File: src/rtl/cspi_pkg.sv
package cspi_pkg;
   localparam int BUS_W = 32;
   typedef enum logic [1:0] {
      SZ_BYTE = 2'd0,
      SZ_HALF = 2'd1,
      SZ_WORD = 2'd2
   } acc_size_e;
endpackage

File: src/rtl/cspi_ctrl_reg.sv
module cspi_ctrl_reg #(
   parameter int          CTRL_W    = 16,
   parameter logic [15:0] CTRL_MASK = 16'hE043,
   parameter int          BUSY_BIT  = 7
) (
   input  logic                clk,
   input  logic                rst_n,
   input  logic [CTRL_W/8-1:0] lane_we,
   input  logic [CTRL_W-1:0]   wval,
   output logic [CTRL_W-1:0]   q,
   output logic [CTRL_W-1:0]   nxt
);
   localparam int LANES = CTRL_W / 8;
   localparam logic [CTRL_W-1:0] KEEP = CTRL_W'(1) << BUSY_BIT;
   localparam logic [CTRL_W-1:0] WMSK = CTRL_MASK[CTRL_W-1:0] & ~KEEP;

   logic [CTRL_W-1:0] merged;

   for (genvar g = 0; g < LANES; g++) begin : g_lane
      assign merged[g*8 +: 8] = lane_we[g] ? wval[g*8 +: 8] : q[g*8 +: 8];
   end

   assign nxt = (merged & WMSK) | (q & KEEP);

   always_ff @(posedge clk) begin
      if (!rst_n) q <= '0;
      else        q <= nxt;
   end

   AST_BUSY_KEPT: assert property (@(posedge clk) disable iff (!rst_n)
      $stable(q[BUSY_BIT]));
   AST_CTRL_MASKED: assert property (@(posedge clk) disable iff (!rst_n)
      (q & ~(CTRL_MASK[CTRL_W-1:0] | KEEP)) == '0);
endmodule

File: src/rtl/cspi_xfer.sv
module cspi_xfer #(
   parameter int CTRL_W   = 16,
   parameter int RX_W     = 8,
   parameter int EN_BIT   = 15,
   parameter int MODE_BIT = 13,
   parameter int HOLD_BIT = 6
) (
   input  logic              clk,
   input  logic              rst_n,
   input  logic [CTRL_W-1:0] ctrl_nxt,
   input  logic              dwr,
   input  logic [RX_W-1:0]   dval,
   input  logic [RX_W-1:0]   slv_rx,
   output logic              slv_valid,
   output logic [RX_W-1:0]   slv_byte,
   output logic              slv_hold,
   output logic [RX_W-1:0]   rx_q
);
   logic gate_open;

   assign gate_open = ctrl_nxt[EN_BIT] & ctrl_nxt[MODE_BIT];
   assign slv_valid = dwr & gate_open;
   assign slv_byte  = dval;
   assign slv_hold  = ctrl_nxt[HOLD_BIT];

   always_ff @(posedge clk) begin
      if (!rst_n)         rx_q <= '0;
      else if (slv_valid) rx_q <= slv_rx;
   end

   AST_RX_CAPTURE: assert property (@(posedge clk) disable iff (!rst_n)
      slv_valid |=> rx_q == $past(slv_rx));
   AST_RX_HELD: assert property (@(posedge clk) disable iff (!rst_n)
      !slv_valid |=> $stable(rx_q));
endmodule

File: src/rtl/cspi_rd_mux.sv
module cspi_rd_mux
   import cspi_pkg::*;
#(
   parameter int CTRL_W   = 16,
   parameter int RX_W     = 8,
   parameter int EN_BIT   = 15,
   parameter int MODE_BIT = 13
) (
   input  logic              rd,
   input  acc_size_e         size,
   input  logic [1:0]        addr,
   input  logic [CTRL_W-1:0] ctrl,
   input  logic [RX_W-1:0]   rx,
   output logic [BUS_W-1:0]  rdata
);
   localparam int PAD_W = BUS_W - CTRL_W - RX_W;

   logic [RX_W-1:0] data_view;
   logic [BUS_W-1:0] word_view;

   assign data_view = (ctrl[EN_BIT] & ctrl[MODE_BIT]) ? rx : '0;
   assign word_view = {{PAD_W{1'b0}}, data_view, ctrl};

   always_comb begin
      rdata = '0;
      if (rd) begin
         unique case (size)
            SZ_BYTE: rdata = BUS_W'(word_view[addr*8 +: 8]);
            SZ_HALF: if (!addr[0]) rdata = BUS_W'(word_view[addr*8 +: 16]);
            SZ_WORD: if (addr == 2'd0) rdata = word_view;
            default: rdata = '0;
         endcase
      end
   end
endmodule

File: src/rtl/cart_spi_regif.sv
module cart_spi_regif
   import cspi_pkg::*;
#(
   parameter int          CTRL_W    = 16,
   parameter int          RX_W      = 8,
   parameter logic [15:0] CTRL_MASK = 16'hE043,
   parameter int          EN_BIT    = 15,
   parameter int          MODE_BIT  = 13,
   parameter int          HOLD_BIT  = 6,
   parameter int          BUSY_BIT  = 7
) (
   input  logic        clk,
   input  logic        rst_n,
   input  logic        bus_req,
   input  logic        bus_wr,
   input  logic        bus_cpu,
   input  logic [1:0]  bus_size,
   input  logic [1:0]  bus_addr,
   input  logic [31:0] bus_wdata,
   output logic [31:0] bus_rdata,
   input  logic        owner_sel,
   output logic        slv_valid,
   output logic [7:0]  slv_byte,
   output logic        slv_hold,
   input  logic [7:0]  slv_rx
);
   localparam int LANES = CTRL_W / 8;

   if (CTRL_W != 16) begin : g_bad_ctrl
      $error("CTRL_W must be 16");
   end
   if (RX_W != 8) begin : g_bad_rx
      $error("RX_W must be 8");
   end
   if (EN_BIT >= CTRL_W || MODE_BIT >= CTRL_W || HOLD_BIT >= CTRL_W || BUSY_BIT >= CTRL_W) begin : g_bad_bit
      $error("control bit index out of range");
   end

   acc_size_e         size;
   logic              wr, rd, owner_ok, dwr;
   logic [LANES-1:0]  lane_we;
   logic [CTRL_W-1:0] wval, ctrl_q, ctrl_nxt;
   logic [RX_W-1:0]   dval, rx_q;
   logic              unused_hi;

   assign size      = acc_size_e'(bus_size);
   assign wr        = bus_req & bus_wr;
   assign rd        = bus_req & ~bus_wr;
   assign owner_ok  = (bus_cpu == owner_sel);
   assign unused_hi = ^bus_wdata[31:24];

   always_comb begin
      lane_we = '0;
      wval    = bus_wdata[CTRL_W-1:0];
      dwr     = 1'b0;
      dval    = bus_wdata[RX_W-1:0];
      if (wr) begin
         unique case (size)
            SZ_BYTE: begin
               wval = {bus_wdata[7:0], bus_wdata[7:0]};
               if (bus_addr == 2'd0)      lane_we = 2'b01;
               else if (bus_addr == 2'd1) lane_we = 2'b10;
               else if (bus_addr == 2'd2) dwr = 1'b1;
            end
            SZ_HALF: begin
               if (bus_addr == 2'd0)      lane_we = 2'b11;
               else if (bus_addr == 2'd2) dwr = 1'b1;
            end
            SZ_WORD: begin
               if (bus_addr == 2'd0 && owner_ok) begin
                  lane_we = 2'b11;
                  dwr     = 1'b1;
                  dval    = bus_wdata[23:16];
               end
            end
            default: ;
         endcase
      end
      if (!owner_ok) lane_we = '0;
   end

   cspi_ctrl_reg #(.CTRL_W(CTRL_W), .CTRL_MASK(CTRL_MASK), .BUSY_BIT(BUSY_BIT)) u_ctrl (
      .clk(clk), .rst_n(rst_n), .lane_we(lane_we), .wval(wval),
      .q(ctrl_q), .nxt(ctrl_nxt));

   cspi_xfer #(.CTRL_W(CTRL_W), .RX_W(RX_W), .EN_BIT(EN_BIT), .MODE_BIT(MODE_BIT),
               .HOLD_BIT(HOLD_BIT)) u_xfer (
      .clk(clk), .rst_n(rst_n), .ctrl_nxt(ctrl_nxt), .dwr(dwr), .dval(dval),
      .slv_rx(slv_rx), .slv_valid(slv_valid), .slv_byte(slv_byte),
      .slv_hold(slv_hold), .rx_q(rx_q));

   cspi_rd_mux #(.CTRL_W(CTRL_W), .RX_W(RX_W), .EN_BIT(EN_BIT), .MODE_BIT(MODE_BIT)) u_rd (
      .rd(rd), .size(size), .addr(bus_addr), .ctrl(ctrl_q), .rx(rx_q), .rdata(bus_rdata));

   AST_NONOWNER_HELD: assert property (@(posedge clk) disable iff (!rst_n)
      (wr && !owner_ok && bus_addr[1] == 1'b0) |=> $stable(ctrl_q));
   AST_XFER_NEEDS_WRITE: assert property (@(posedge clk) disable iff (!rst_n)
      slv_valid |-> (bus_req && bus_wr));
   AST_GATED_READ: assert property (@(posedge clk) disable iff (!rst_n)
      (rd && size == SZ_BYTE && bus_addr == 2'd2 && !(ctrl_q[EN_BIT] && ctrl_q[MODE_BIT]))
      |-> bus_rdata == 32'h0);
endmodule

File: config.mk
export PLATFORM = sky130hd
export DESIGN_NAME = cart_spi_regif
export DESIGN_NICKNAME = d
export VERILOG_FILES = /design/src/rtl/cspi_pkg.sv /design/src/rtl/cspi_ctrl_reg.sv /design/src/rtl/cspi_xfer.sv /design/src/rtl/cspi_rd_mux.sv /design/src/rtl/cart_spi_regif.sv
export SDC_FILE = /design/constraint.sdc
export NUM_CORES = 1
export LEC_CHECK = 0
export CAP_MARGIN = 15
export CELL_PAD_IN_SITES_DETAIL_PLACEMENT = 0
export CELL_PAD_IN_SITES_GLOBAL_PLACEMENT = 1
export CORE_UTILIZATION = 27
export CTS_BUF_LIST = sky130_fd_sc_hd__clkbuf_4 sky130_fd_sc_hd__clkbuf_8
export CTS_CLUSTER_DIAMETER = 120
export DETAILED_ROUTE_END_ITERATION = 7
export GPL_TIMING_DRIVEN = 0
export PLACE_DENSITY = 0.9
export SYNTH_ARGS = -nofsm -noshare
export SYNTH_HDL_FRONTEND = slang
export SYNTH_HIERARCHICAL = 1
export SYNTH_SLANG_ARGS = --single-unit
File: constraint.sdc
create_clock -name clk -period 2.6 [get_ports clk]
set_input_delay 0.52 -clock clk [delete_from_list [all_inputs] [get_ports clk]]
set_output_delay 0.52 -clock clk [all_outputs]
set_load 0.01 [all_outputs]
==> impl_metrics.tcl, run 1 <==
set metrics [dict create \
    drive_gt1_frac 0.404 \
    slew_violations 0 \
    power_per_cell_area_mw_per_mm2 257 \
    rows 26 \
    fin_cells 347 \
    gp_congestion 0.759 \
    min-delay-start "u_xfer/rx_q[7]" \
    ys_warn_count 6 \
    vdd_drop_max_mv 0.214 \
    total_leakage_power_nw 1.14 \
    grt_pass1_wl_um 6460 \
    reg2reg_to "u_xfer/rx_q[1]" \
    core_area_mm2 0.00514 \
    status "finished, final reports clean" \
    dpl.hpwl_um 3090 \
    dp_cells 325 \
    post-route-drc-count 0 \
    reg2reg_depth 4 \
    place_ws_ns -0.978 \
    startpoint_type "input port" \
    postRouteWirelength_um 4160 \
    max_freq_ghz 0.391 \
    drt-vias-per-instance 4.31 \
    cts_tree "done" \
    die_w_um 75.3 \
    finClkSkew_ns 0.000652 \
    floorplan.initialDensity 0.282 \
    cts_buffer_depth 2 \
    path_cells "clkdlybuf4s15_2 -> and2b_2 -> or3b_4 -> and4bb_4 -> buf_6 -> and2_1 -> buf_2" \
    synth_cells 174 \
    fin_crit_sh 0.982 \
    cp_top_family "simple AND/OR/NAND/NOR gates" \
    syn_to_final_growth_pct 70.0 \
    slowest_delay_ns 0.37 \
    critPathBufInv 3 \
    critPathCaptureType "output pin" \
    place_area_mm2 0.00225 \
    track_usage 0.149 \
    cts-htree-levels 1 \
    portBuffers 65 \
    vias 1496 \
    grt-ovfl-total 0 \
    floorplan.die_area_mm2 0.00567 \
    diodes 0 \
    design_area_mm2 0.00246 \
    clk_latency_ns 0.24 \
    fin_util 0.480 \
    post-route-min-period_ns 2.55 \
    whs_path_depth 2 \
    hold_buffers 0 \
    avgSynthCellArea_um2 8.33 \
    antenna_found_initial 0 \
    cts.clk_slew.worst_paths_ns 0.06 \
    nets 328 \
    drv_cap 0 \
    required_ns 2.08 \
    ioPinCount 92 \
    crit_slowest_cell "or3b_4" \
    worstPathArrival_ns 2.03 \
    setup_tns_ns 0 \
    cts_root_buf "clkbuf_8" \
    cp_max_fo 5 \
    whs_ns 0.485 \
    rrSetupSlack_ns 1.38 \
    clock_sinks 14 \
    drtIter0Drc 80 \
    hold_path_class "flip-flop to flip-flop" \
    syn_area_mm2 0.00145 \
    power_mw 0.633 \
    die_h_um 75.3 \
    hold_viol_final 0 \
    whs_endpoint "u_xfer/rx_q[7]" \
    grt_max_degree 13 \
    setup_violations 0 \
    cts_buffers 3 \
    detailedRoute.firstPassIterationCount 4 \
    grt_pass1_vias 1424 \
    setup_ws_ns 0.0455 \
    criticalPathCategory "input port to output pin" \
    wl_per_cell_um 12.0 \
    ant_nets 0 \
    r2r_start "u_ctrl/q[13]" \
    fillers 531 \
]
[area by class of cell]
cell class	count	area (µm²)	share of cell area
multi-input combinational	140	1050	0.428
buffer	33	240	0.0975
tap	70	87.6	0.0355
sequential	14	280	0.114
inverter	1	3.75	0.00152
timing repair buffer	85	743	0.302
clock buffer	4	55.1	0.0223
[where the power goes]
part           switching, mW  internal, mW
clock network         0.0771         0.134
logic                 0.0810         0.124
registers            0.00115         0.216
total                  0.159         0.474
[per-layer routing]
metal | routed length, µm | global-route usage
met1 | 1820 | 0.195
met2 | 2100 | 0.254
met3 | 216 | 0.0214
met4 | 20 | 0.0432
met5 | 0 | 0
[worst min-delay path, delay by kind of cell (launching register included)]
family	cells	cell delay, ns
DFF	1	0.32
muxes	1	0.06
and+or+nand+nor	1	0.06
[placed cells by master (no fill, tap or decap), types with 7 or more instances in the layout]
master,count
clkdlybuf4s50_1,28
nand2_1,16
dfxtp_1,14
buf_2,8
mux2_2,10
dlygate4sd2_1,17
mux2_4,7
conb_1,18
mux2i_1,8
a22oi_1,8
a31oi_1,9
and2_1,20
buf_4,48
o22ai_1,7
[worst max path at each step]
stage / from / to / cells past startpoint
global placement: owner_sel / slv_hold / 7
detailed placement: owner_sel / slv_hold / 7
finish: bus_wr / bus_rdata[16] / 7
floorplan: owner_sel / slv_hold / 5
global route: bus_wr / bus_rdata[19] / 6
CTS: bus_wr / bus_rdata[21] / 7
[registers in the layout, indices dropped and copies added, names as in the netlist]
name	flops
u_xfer/rx_q	8
u_ctrl/q	6
[timing repair]
| action | in CTS | in global routing |
|---|---|---|
| pin swaps | 8 | 4 |
| gates resized for setup | 107 | 9 |
| setup endpoints to repair | 29 | 18 |
| buffers inserted | 18 | 3 |
Power figures use the tool's default switching activity.
==> run 2: changes to the inputs <==
--- a/config.mk
+++ b/config.mk
@@ -9,10 +9,11 @@
 export CELL_PAD_IN_SITES_DETAIL_PLACEMENT = 0
 export CELL_PAD_IN_SITES_GLOBAL_PLACEMENT = 1
 export CORE_UTILIZATION = 27
-export CTS_BUF_LIST = sky130_fd_sc_hd__clkbuf_4 sky130_fd_sc_hd__clkbuf_8
+export CTS_BUF_LIST = sky130_fd_sc_hd__clkbuf_2
 export CTS_CLUSTER_DIAMETER = 120
 export DETAILED_ROUTE_END_ITERATION = 7
 export GPL_TIMING_DRIVEN = 0
+export HOLD_SLACK_MARGIN = 0.15
 export PLACE_DENSITY = 0.9
 export SYNTH_ARGS = -nofsm -noshare
 export SYNTH_HDL_FRONTEND = slang
==> run 2 against run 1 <==
- total power is 17% lower
- register-to-register slack worse by 0.02 ns
- worst hold slack better by 0.012 ns
- sequential share of layout area is 0.17 points higher
- combinational power hardly changed
- critical path depth stayed put
- clock skew is 0.0057 ns higher
- setup slack worse by 0.00093 ns
- die area stayed put
- via count is 0.20% higher
- fmax hardly changed
- critical path type unchanged
- largest cell class unchanged
- highest routed layer unchanged
==> impl_metrics.tcl, run 2 (synthesized netlist as in run 1, its figures left out) <==
set metrics [dict create \
    design_area_mm2 0.00243 \
    r2r_start "u_ctrl/q[13]" \
    post-route-drc-count 0 \
    clock_sinks 14 \
    required_ns 2.08 \
    power_mw 0.524 \
    regMostFlops "u_xfer/rx_q" \
    critPathBufInv 3 \
    final_cell_mix "48 x buf_4, 28 x clkdlybuf4s50_1, 20 x and2_1" \
    finClkSkew_ns 0.00636 \
    grt_pass1_wl_um 6460 \
    slowest_delay_ns 0.37 \
    reg_top3 "u_xfer/rx_q (8), u_ctrl/q (6)" \
    cts_root_buf "clkbuf_2" \
    setup_tns_ns 0 \
    track_usage 0.150 \
    grt_pass1_vias 1415 \
    nets 328 \
    grt-ovfl-total 0 \
    reg2reg_depth 4 \
    cts-htree-levels 1 \
    wl_per_cell_um 12.0 \
    drv_cap 0 \
    fin_cells 347 \
    ant_nets 0 \
    path_cells "clkdlybuf4s15_2 -> and2b_2 -> or3b_4 -> and4bb_4 -> buf_6 -> and2_1 -> buf_2" \
    whs_endpoint "u_xfer/rx_q[0]" \
    max_freq_ghz 0.391 \
    power_per_cell_area_mw_per_mm2 216 \
    largest_reg_flops 8 \
    antenna_found_initial 0 \
    post-route-min-period_ns 2.56 \
    dpl.hpwl_um 3090 \
    core_area_mm2 0.00514 \
    vias 1499 \
    grt_max_degree 13 \
    ioPinCount 92 \
    floorplan.initialDensity 0.282 \
    crit_slowest_cell "or3b_4" \
    drive_gt1_frac 0.401 \
    die_h_um 75.3 \
    place_area_mm2 0.00225 \
    whs_path_depth 2 \
    layout_commonest_cell "buf_4" \
    cp_max_fo 5 \
    fin_util 0.472 \
    total_leakage_power_nw 1.13 \
    cts_tree "done" \
    floorplan.die_area_mm2 0.00567 \
    portBuffers 65 \
    cp_top_family "simple AND/OR/NAND/NOR gates" \
    die_w_um 75.3 \
    reg2reg_to "u_xfer/rx_q[3]" \
    clk_latency_ns 0.27 \
    cts_buffer_depth 2 \
    fin_crit_sh 0.983 \
    cts.clk_slew.worst_paths_ns 0.13 \
    criticalPathCategory "input port to output pin" \
    whs_ns 0.497 \
    detailedRoute.firstPassIterationCount 4 \
    rows 26 \
    syn_to_final_growth_pct 67.5 \
    place_ws_ns -0.978 \
    worstPathArrival_ns 2.04 \
    vdd_drop_max_mv 0.152 \
    startpoint_type "input port" \
    hold_path_class "flip-flop to flip-flop" \
    setup_violations 0 \
    cts_buffers 3 \
    setup_ws_ns 0.0446 \
    postRouteWirelength_um 4180 \
    status "finished, final reports clean" \
    gp_congestion 0.759 \
    slew_violations 0 \
    hold_viol_final 0 \
    diodes 0 \
    critPathCaptureType "output pin" \
    drtIter0Drc 70 \
    dp_cells 325 \
    fillers 542 \
    min-delay-start "u_xfer/rx_q[0]" \
    rrSetupSlack_ns 1.36 \
    hold_buffers 0 \
    drt-vias-per-instance 4.32 \
]
[run 2: worst max path at each step]
stage | depth (start not counted) | endpoint | start
6_report | 7 | bus_rdata[16] | bus_wr
3_5_place_dp | 7 | slv_hold | owner_sel
5_1_grt | 6 | bus_rdata[19] | bus_wr
3_3_place_gp | 7 | slv_hold | owner_sel
2_1_floorplan | 5 | slv_hold | owner_sel
4_1_cts | 7 | bus_rdata[21] | bus_wr
[run 2: area by class of cell]
type / count / area (µm²) / area share
Clock buffer: 3 / 15.0 / 0.00618
Multi-Input combinational cell: 140 / 1050 / 0.434
Inverter: 1 / 3.75 / 0.00155
Sequential cell: 14 / 280 / 0.115
Tap cell: 70 / 87.6 / 0.0361
Timing Repair Buffer: 85 / 743 / 0.306
Clock inverter: 1 / 3.75 / 0.00155
Buffer: 33 / 240 / 0.0989
[run 2: power by group]
part	leakage [nW]	internal [mW]	switching [mW]	total, mW
clock network	0.0140	0.0334	0.0689	0.102
logic	1.00	0.124	0.0807	0.204
registers	0.113	0.216	0.00115	0.217
[run 2: worst reg2reg max path, cell delays in order, from the launching register on]
cell and delay (ns):
dfxtp_1 0.36, mux2_4 0.28, and3_4 0.19, buf_4 0.18
mux2i_1 0.13
[run 2: repair_timing]
action / CTS / global route
buffers inserted: 18 / 3
resized for setup: 107 / 9
pin swaps: 8 / 4
gates cloned: 0 / 0
setup endpoints to repair: 29 / 18
[run 2: layer usage]
layer,wire length [µm],track usage,vias to the layer above
met3,228,0.0214,2
met2,2150,0.256,36
met1,1770,0.195,696
met4,20,0.0432,0
li1,-,-,765
met5,0,0,-
==> run 3: changes to the inputs <==
--- a/config.mk
+++ b/config.mk
@@ -11,6 +11,7 @@
 export CORE_UTILIZATION = 27
 export CTS_BUF_LIST = sky130_fd_sc_hd__clkbuf_2
 export CTS_CLUSTER_DIAMETER = 120
+export CTS_CLUSTER_SIZE = 40
 export DETAILED_ROUTE_END_ITERATION = 7
 export GPL_TIMING_DRIVEN = 0
 export HOLD_SLACK_MARGIN = 0.15
==> results of run 3 <==
No change in the layout: final DEF, timing and power equal those of run 2.
